--- src/rtl/nbs_pkg.sv ---
package nbs_pkg;

  typedef enum logic [1:0] {
    ST_ISSUE = 2'd0,
    ST_WAIT  = 2'd1,
    ST_DONE  = 2'd2,
    ST_ERR   = 2'd3
  } scan_st_t;

  localparam logic [7:0] ERASED_BYTE = 8'hFF;

endpackage

--- src/rtl/nbs_walk_ctrl.sv ---
module nbs_walk_ctrl
  import nbs_pkg::*;
#(
  parameter int NUM_BLOCKS = 1024,
  parameter int PAGE_BITS  = 6,
  parameter int COL_W      = 12,
  parameter int SPARE_COL  = 2048,
  localparam int BLK_W     = $clog2(NUM_BLOCKS),
  localparam int ROW_W     = BLK_W + PAGE_BITS
) (
  input  logic             clk,
  input  logic             rst_n,
  output logic             req_valid,
  input  logic             req_ready,
  output logic [ROW_W-1:0] req_row,
  output logic [COL_W-1:0] req_col,
  output logic             req_colchg,
  input  logic             rd_valid,
  input  logic             rd_timeout,
  output logic             byte_stb,
  output logic             blk_last_stb,
  output logic [BLK_W-1:0] blk_idx,
  output logic             busy,
  output logic             done,
  output logic             err
);

  localparam logic [BLK_W-1:0] LAST_BLK = BLK_W'(NUM_BLOCKS - 1);

  scan_st_t         st_q, st_d;
  logic [BLK_W-1:0] blk_q, blk_d;
  logic [1:0]       step_q, step_d;

  // next-state process
  always_comb begin
    st_d   = st_q;
    blk_d  = blk_q;
    step_d = step_q;
    unique case (st_q)
      ST_ISSUE: begin
        if (req_ready) st_d = ST_WAIT;
      end
      ST_WAIT: begin
        if (rd_timeout) begin
          st_d = ST_ERR;
        end else if (rd_valid) begin
          step_d = step_q + 2'd1;
          if (step_q == 2'd3) begin
            if (blk_q == LAST_BLK) begin
              st_d = ST_DONE;
            end else begin
              blk_d = blk_q + BLK_W'(1);
              st_d  = ST_ISSUE;
            end
          end else begin
            st_d = ST_ISSUE;
          end
        end
      end
      default: st_d = st_q;
    endcase
  end

  // register process
  always_ff @(posedge clk or negedge rst_n) begin
    if (!rst_n) begin
      st_q   <= ST_ISSUE;
      blk_q  <= '0;
      step_q <= '0;
    end else begin
      st_q   <= st_d;
      blk_q  <= blk_d;
      step_q <= step_d;
    end
  end

  assign req_valid    = (st_q == ST_ISSUE);
  assign req_row      = {blk_q, PAGE_BITS'(step_q[1])};
  assign req_col      = step_q[0] ? COL_W'(SPARE_COL) : '0;
  assign req_colchg   = step_q[0];
  assign byte_stb     = (st_q == ST_WAIT) && rd_valid && !rd_timeout;
  assign blk_last_stb = byte_stb && (step_q == 2'd3);
  assign blk_idx      = blk_q;
  assign busy         = (st_q == ST_ISSUE) || (st_q == ST_WAIT);
  assign done         = (st_q == ST_DONE);
  assign err          = (st_q == ST_ERR);


  req_hold_chk: assert property (@(posedge clk) disable iff (!rst_n)
    (req_valid && !req_ready) |=> (req_valid && $stable(req_row)
                                   && $stable(req_col) && $stable(req_colchg)));


  one_outstanding_chk: assert property (@(posedge clk) disable iff (!rst_n)
    (req_valid && req_ready) |=> !req_valid);


  done_err_excl_chk: assert property (@(posedge clk) disable iff (!rst_n)
    !(done && err));


  done_quiet_chk: assert property (@(posedge clk) disable iff (!rst_n)
    done |=> (done && !req_valid && !busy));


  err_hold_chk: assert property (@(posedge clk) disable iff (!rst_n)
    err |=> (err && !req_valid && $stable(blk_idx)));

endmodule

--- src/rtl/nbs_marker_eval.sv ---
module nbs_marker_eval
  import nbs_pkg::*;
(
  input  logic       clk,
  input  logic       rst_n,
  input  logic       byte_stb,
  input  logic [7:0] byte_val,
  input  logic       last_stb,
  output logic       wr_en,
  output logic       wr_bad
);

  logic acc_q, acc_d, acc_en;
  logic mismatch;

  assign mismatch = (byte_val != ERASED_BYTE);

  // next-state process
  always_comb begin
    acc_en = byte_stb;
    acc_d  = last_stb ? 1'b0 : (acc_q | mismatch);
  end

  // register process
  always_ff @(posedge clk or negedge rst_n) begin
    if (!rst_n) begin
      acc_q <= 1'b0;
    end else if (acc_en) begin
      acc_q <= acc_d;
    end
  end

  assign wr_en  = last_stb;
  assign wr_bad = acc_q | mismatch;


  stb_order_chk: assert property (@(posedge clk) disable iff (!rst_n)
    last_stb |-> byte_stb);


  acc_clear_chk: assert property (@(posedge clk) disable iff (!rst_n)
    last_stb |=> !acc_q);

endmodule

--- src/rtl/nbs_badmap_store.sv ---
module nbs_badmap_store #(
  parameter int NUM_BLOCKS = 1024,
  localparam int BLK_W     = $clog2(NUM_BLOCKS),
  localparam int CNT_W     = $clog2(NUM_BLOCKS + 1)
) (
  input  logic             clk,
  input  logic             rst_n,
  input  logic             wr_en,
  input  logic [BLK_W-1:0] wr_idx,
  input  logic             wr_bad,
  input  logic [BLK_W-1:0] rd_idx,
  output logic             rd_bad,
  output logic [CNT_W-1:0] bad_count
);

  logic [NUM_BLOCKS-1:0] map_q, map_d;
  logic [CNT_W-1:0]      cnt_q, cnt_d;
  logic                  cnt_en;

  // next-state process
  always_comb begin
    map_d  = map_q;
    if (wr_en) map_d[wr_idx] = wr_bad;
    cnt_en = wr_en && wr_bad;
    cnt_d  = cnt_q + CNT_W'(1);
  end

  // register process
  always_ff @(posedge clk or negedge rst_n) begin
    if (!rst_n) begin
      map_q <= '0;
      cnt_q <= '0;
    end else begin
      if (wr_en)  map_q <= map_d;
      if (cnt_en) cnt_q <= cnt_d;
    end
  end

  assign rd_bad    = map_q[rd_idx];
  assign bad_count = cnt_q;


  count_still_chk: assert property (@(posedge clk) disable iff (!rst_n)
    !wr_en |=> $stable(bad_count));


  count_limit_chk: assert property (@(posedge clk) disable iff (!rst_n)
    bad_count <= CNT_W'(NUM_BLOCKS));

endmodule

--- src/rtl/nand_badblk_scanner.sv ---
module nand_badblk_scanner #(
  parameter int NUM_BLOCKS = 1024,
  parameter int PAGE_BITS  = 6,
  parameter int COL_W      = 12,
  parameter int SPARE_COL  = 2048,
  localparam int BLK_W     = $clog2(NUM_BLOCKS),
  localparam int ROW_W     = BLK_W + PAGE_BITS,
  localparam int CNT_W     = $clog2(NUM_BLOCKS + 1)
) (
  input  logic             clk,
  input  logic             rst_n,
  output logic             req_valid,
  input  logic             req_ready,
  output logic [ROW_W-1:0] req_row,
  output logic [COL_W-1:0] req_col,
  output logic             req_colchg,
  input  logic             rd_valid,
  input  logic [7:0]       rd_data,
  input  logic             rd_timeout,
  output logic             scan_busy,
  output logic             scan_done,
  output logic             scan_err,
  output logic [BLK_W-1:0] err_block,
  input  logic [BLK_W-1:0] map_idx,
  output logic             map_bad,
  output logic [CNT_W-1:0] bad_count
);

  logic             byte_stb, blk_last_stb;
  logic [BLK_W-1:0] blk_idx;
  logic             wr_en, wr_bad;

  nbs_walk_ctrl #(
    .NUM_BLOCKS(NUM_BLOCKS),
    .PAGE_BITS (PAGE_BITS),
    .COL_W     (COL_W),
    .SPARE_COL (SPARE_COL)
  ) u_ctrl (
    .clk         (clk),
    .rst_n       (rst_n),
    .req_valid   (req_valid),
    .req_ready   (req_ready),
    .req_row     (req_row),
    .req_col     (req_col),
    .req_colchg  (req_colchg),
    .rd_valid    (rd_valid),
    .rd_timeout  (rd_timeout),
    .byte_stb    (byte_stb),
    .blk_last_stb(blk_last_stb),
    .blk_idx     (blk_idx),
    .busy        (scan_busy),
    .done        (scan_done),
    .err         (scan_err)
  );

  nbs_marker_eval u_eval (
    .clk     (clk),
    .rst_n   (rst_n),
    .byte_stb(byte_stb),
    .byte_val(rd_data),
    .last_stb(blk_last_stb),
    .wr_en   (wr_en),
    .wr_bad  (wr_bad)
  );

  nbs_badmap_store #(
    .NUM_BLOCKS(NUM_BLOCKS)
  ) u_map (
    .clk      (clk),
    .rst_n    (rst_n),
    .wr_en    (wr_en),
    .wr_idx   (blk_idx),
    .wr_bad   (wr_bad),
    .rd_idx   (map_idx),
    .rd_bad   (map_bad),
    .bad_count(bad_count)
  );

  assign err_block = blk_idx;


  timeout_no_write_chk: assert property (@(posedge clk) disable iff (!rst_n)
    rd_timeout |-> !wr_en);

endmodule

--- config.mk ---
export PLATFORM = sky130hd
export DESIGN_NAME = nand_badblk_scanner
export DESIGN_NICKNAME = d
export VERILOG_FILES = /design/src/rtl/nbs_pkg.sv /design/src/rtl/nbs_walk_ctrl.sv /design/src/rtl/nbs_marker_eval.sv /design/src/rtl/nbs_badmap_store.sv /design/src/rtl/nand_badblk_scanner.sv
export SDC_FILE = /design/constraint.sdc
export NUM_CORES = 2
export LEC_CHECK = 0
export ABC_AREA = 1
export BUFFER_PORTS_ARGS = -buffer_cell sky130_fd_sc_hd__buf_2
export CAP_MARGIN = 10
export CORE_MARGIN = 1.5
export CORE_UTILIZATION = 41
export CTS_CLUSTER_SIZE = 28
export DETAILED_ROUTE_END_ITERATION = 10
export GPL_TIMING_DRIVEN = 1
export PLACE_DENSITY_LB_ADDON = 0.12
export SYNTH_ARGS = -nofsm -noshare
export SYNTH_HDL_FRONTEND = slang
export SYNTH_HIERARCHICAL = 1
export SYNTH_SLANG_ARGS = --single-unit
--- constraint.sdc ---
create_clock -name clk -period 3.6 [get_ports clk]
set_input_delay 0.54 -clock clk [delete_from_list [all_inputs] [get_ports clk]]
set_output_delay 0.54 -clock clk [all_outputs]
set_load 0.01 [all_outputs]
==> results.toml <==
[outcome]
status = "finished, final reports clean"

[timing]
post-route-min-period_ns = 3.57
setup_violations = 0
period_share = 0.991
clock_skew_ns = 0.0261
slew_headroom = 0.248
setup_ws_ns = 0.0313
hold_violations = 0
worstMarginPinSlew_ns = 1.13
rsz0062_at_grt = "no"
max_freq_mhz = 280
fin_setup_tns_ns = 0
slew_violations = 0

[cts]
cts_tree = "yes"
cts_buffer_depth = 3
htree_num_levels = 3
numCtsBuffers = 119
cts_num_sinks = 1050
cts.clk_slew.worst_paths_ns = 0.06
insertion_delay_ns = 0.75
cts-root-buf = "clkbuf_16"

[floorplanning]
rows = 131
die_w_um = 363
core_um2 = 128000
io_pins = 78
dieArea_um2 = 132000
die_y_um = 363
start_util = 0.415

[placed_design]
detailedPlace.worstSlack_ns = -0.216
gp_congestion = 0.843
place_area_um2 = 56100
numPortBuffers = 61
dp_hpwl_um = 113000

[layout]
fin_area_um2 = 60200
fin_util = 0.470
multiInputGateArea_um2 = 23100
seq_area_um2 = 26300
fill_cells = 12600
area_delta_synth_final_pct = 13.2
layout-drive-gt1-share = 0.106
num-nets-final = 6336

[detailed_routing]
viasPerCell = 6.00
first_iter_violations = 5793
ant_nets = 0
wirelength_um = 197000
drtPass1Iterations = 6
num_vias = 48800
drc = 0
routedWlPerCell_um = 24.2

[pwr]
cellLeakagePower_nw = 26.6
power_density_nw_per_um2 = 428
peakVddDrop_uv = 354

[synthesis]
async_reset_ff_frac = 1.00
avgSynthCellArea_um2 = 8.15
synth_edf_count = 0
synth_xor_area_frac = 0.00263
yosysWarnings = 6
synth_area_um2 = 53200
syn_inst = 6528
ys_top_cells_by_count = "nand2_1, nand3_1, dfrtp_1"
yosys.area.top_type = "dfrtp_1"
synth_top_family_by_area = "simple AND/OR/NAND/NOR gates"
synth-simple-area-share = 0.239
yosys.area.top_type_share = 0.494
synth-seq-cells = 1050
synth_ff_type = "dfrtp_1"
yosysSeqAreaShare = 0.494
ys_types = 35
synth-compound-area-share = 0.175
synth_most_common_cell = "nand2_1"
synth_fa_ha_area_frac = 0.000706
synth_area_leaders = "dfrtp_1, nand3_1, nand2_1"
synth_mux_area_frac = 0.00828

[worst_setup_path]
critPathArrivalTime_ns = 3.03
critPathLaunchType = "primary input"
cp_max_fo = 32
required_ns = 3.06
cp-end-kind = "output pin"
path_class = "primary input to output pin"

[grt]
antenna_found_initial = 3
grt_first_pass_wirelength_um = 300000
overflow = 0
grt_max_degree = 109
grt_pass1_vias = 45100
grt.total_usage = 0.295

[run]
drv_cap = 0

[worst_hold_path]
hold_path_class = "primary input to flip-flop"
[state kept, by name (all words and copies together) (netlist names)]
| register | cells |
|---|---|
| u_ctrl/blk_idx | 10 |
| u_ctrl/st_q | 2 |
| u_map/bad_count | 11 |
| u_map/map_q | 1024 |
| u_eval/acc_q | 1 |
| u_ctrl/step_q | 2 |
[cell type report]
class,count,area share
antenna,1,0.0000416
tap,1729,0.0359
timing repair buffer,376,0.0707
sequential,1050,0.436
clock inverter,34,0.00661
timing repair inverter,1,0.000270
inverter,119,0.00821
multi-input combinational,4643,0.384
clock buffer,183,0.0579
[critical path, cell delays in order]
cell and delay [ns]:
buf_8 0.14, inv_8 0.18, buf_12 0.27, buf_12 0.19
nand3_1 0.10, nand3_1 0.11, nand3_1 0.17, nand3_1 0.16
nand3_2 0.16, nand3_1 0.11, nand2_1 0.12, nand2_1 0.11
nand3_1 0.07, nand3_1 0.11, nand2_2 0.14, buf_12 0.16
buf_2 0.13
[cell usage in the layout, fill, tap and decap left out, drive strengths merged]
cell and instances:
nand2 1461, nand3 1259, dfrtp 1050, a21oi 715
a31oi 698, buf 372, o21ai 270, clkbuf 185
inv 118, nor2 106, nor3 47, mux2i 44
clkinv 26, conb 16, xnor2 12, bufinv 8
nand4 5, xor2 4, nand3b 3, ha 3
clkinvlp 2, diode 1, bufbuf 1, dlygate4sd3 1
[logic make-up after synthesis]
group,Yosys count
compound gates,1683
xor+xnor,16
fa+ha+maj,3
buf+inv,850
flops,1050
mux,44
other cells,1
simple gates,2881
[per-stage QoR]
step | cells | hold WS [ns] | total power [W]
finish | 8136 | 0.0769 | 0.0257
global route | 8135 | 0.0812 | 0.0266
CTS | 8133 | 0.0317 | 0.0259
detailed placement | 7909 | 0.461 | 0.0136
global placement | 7909 | 0.456 | 0.0136
floorplan | 6543 | 0.244 | 0.0128
[worst paths after layout]
| check | from | endpoint | slack, ns | cells after the start |
|---|---|---|---|---|
| max in group asynchronous | rst_n | u_map/map_q[202] | 2.13 | 4 |
| worst min-delay path | req_ready | u_ctrl/st_q[0] | 0.08 | 3 |
| worst min register to register | u_map/bad_count[10] | u_map/bad_count[10] | 0.47 | 1 |
| worst max register to register | u_ctrl/step_q[0] | u_map/map_q[559] | 0.65 | 10 |
| min in group asynchronous | rst_n | u_map/bad_count[7] | 0.40 | 2 |
| worst max-delay path | map_idx[1] | map_bad | 0.03 | 17 |
[per-layer routing]
layer / global-route usage / vias up / routed length, um
met3: 0.0489 / 300 / 15900
li1: - / 22400 / -
met4: 0.0838 / 4 / 5310
met5: 0 / - / 20
met2: 0.445 / 2095 / 87300
met1: 0.436 / 24000 / 88700
[where the power goes]
part	total [W]	internal [W]	switching, W
registers	0.0118	0.0118	0
clock network	0.0123	0.00719	0.00514
logic	0.00162	0.000474	0.00114
total	0.0257	0.0195	0.00629
[repair_timing]
action,CTS,global route
pin swaps,0,0
hold buffers,1,0
resized for setup,6,15
endpoints found under the setup margin,1,1
endpoints found under the hold margin,48,0
buffers inserted,4,0
gates cloned,2,2
No activity file was read; power rests on OpenSTA's default activity.
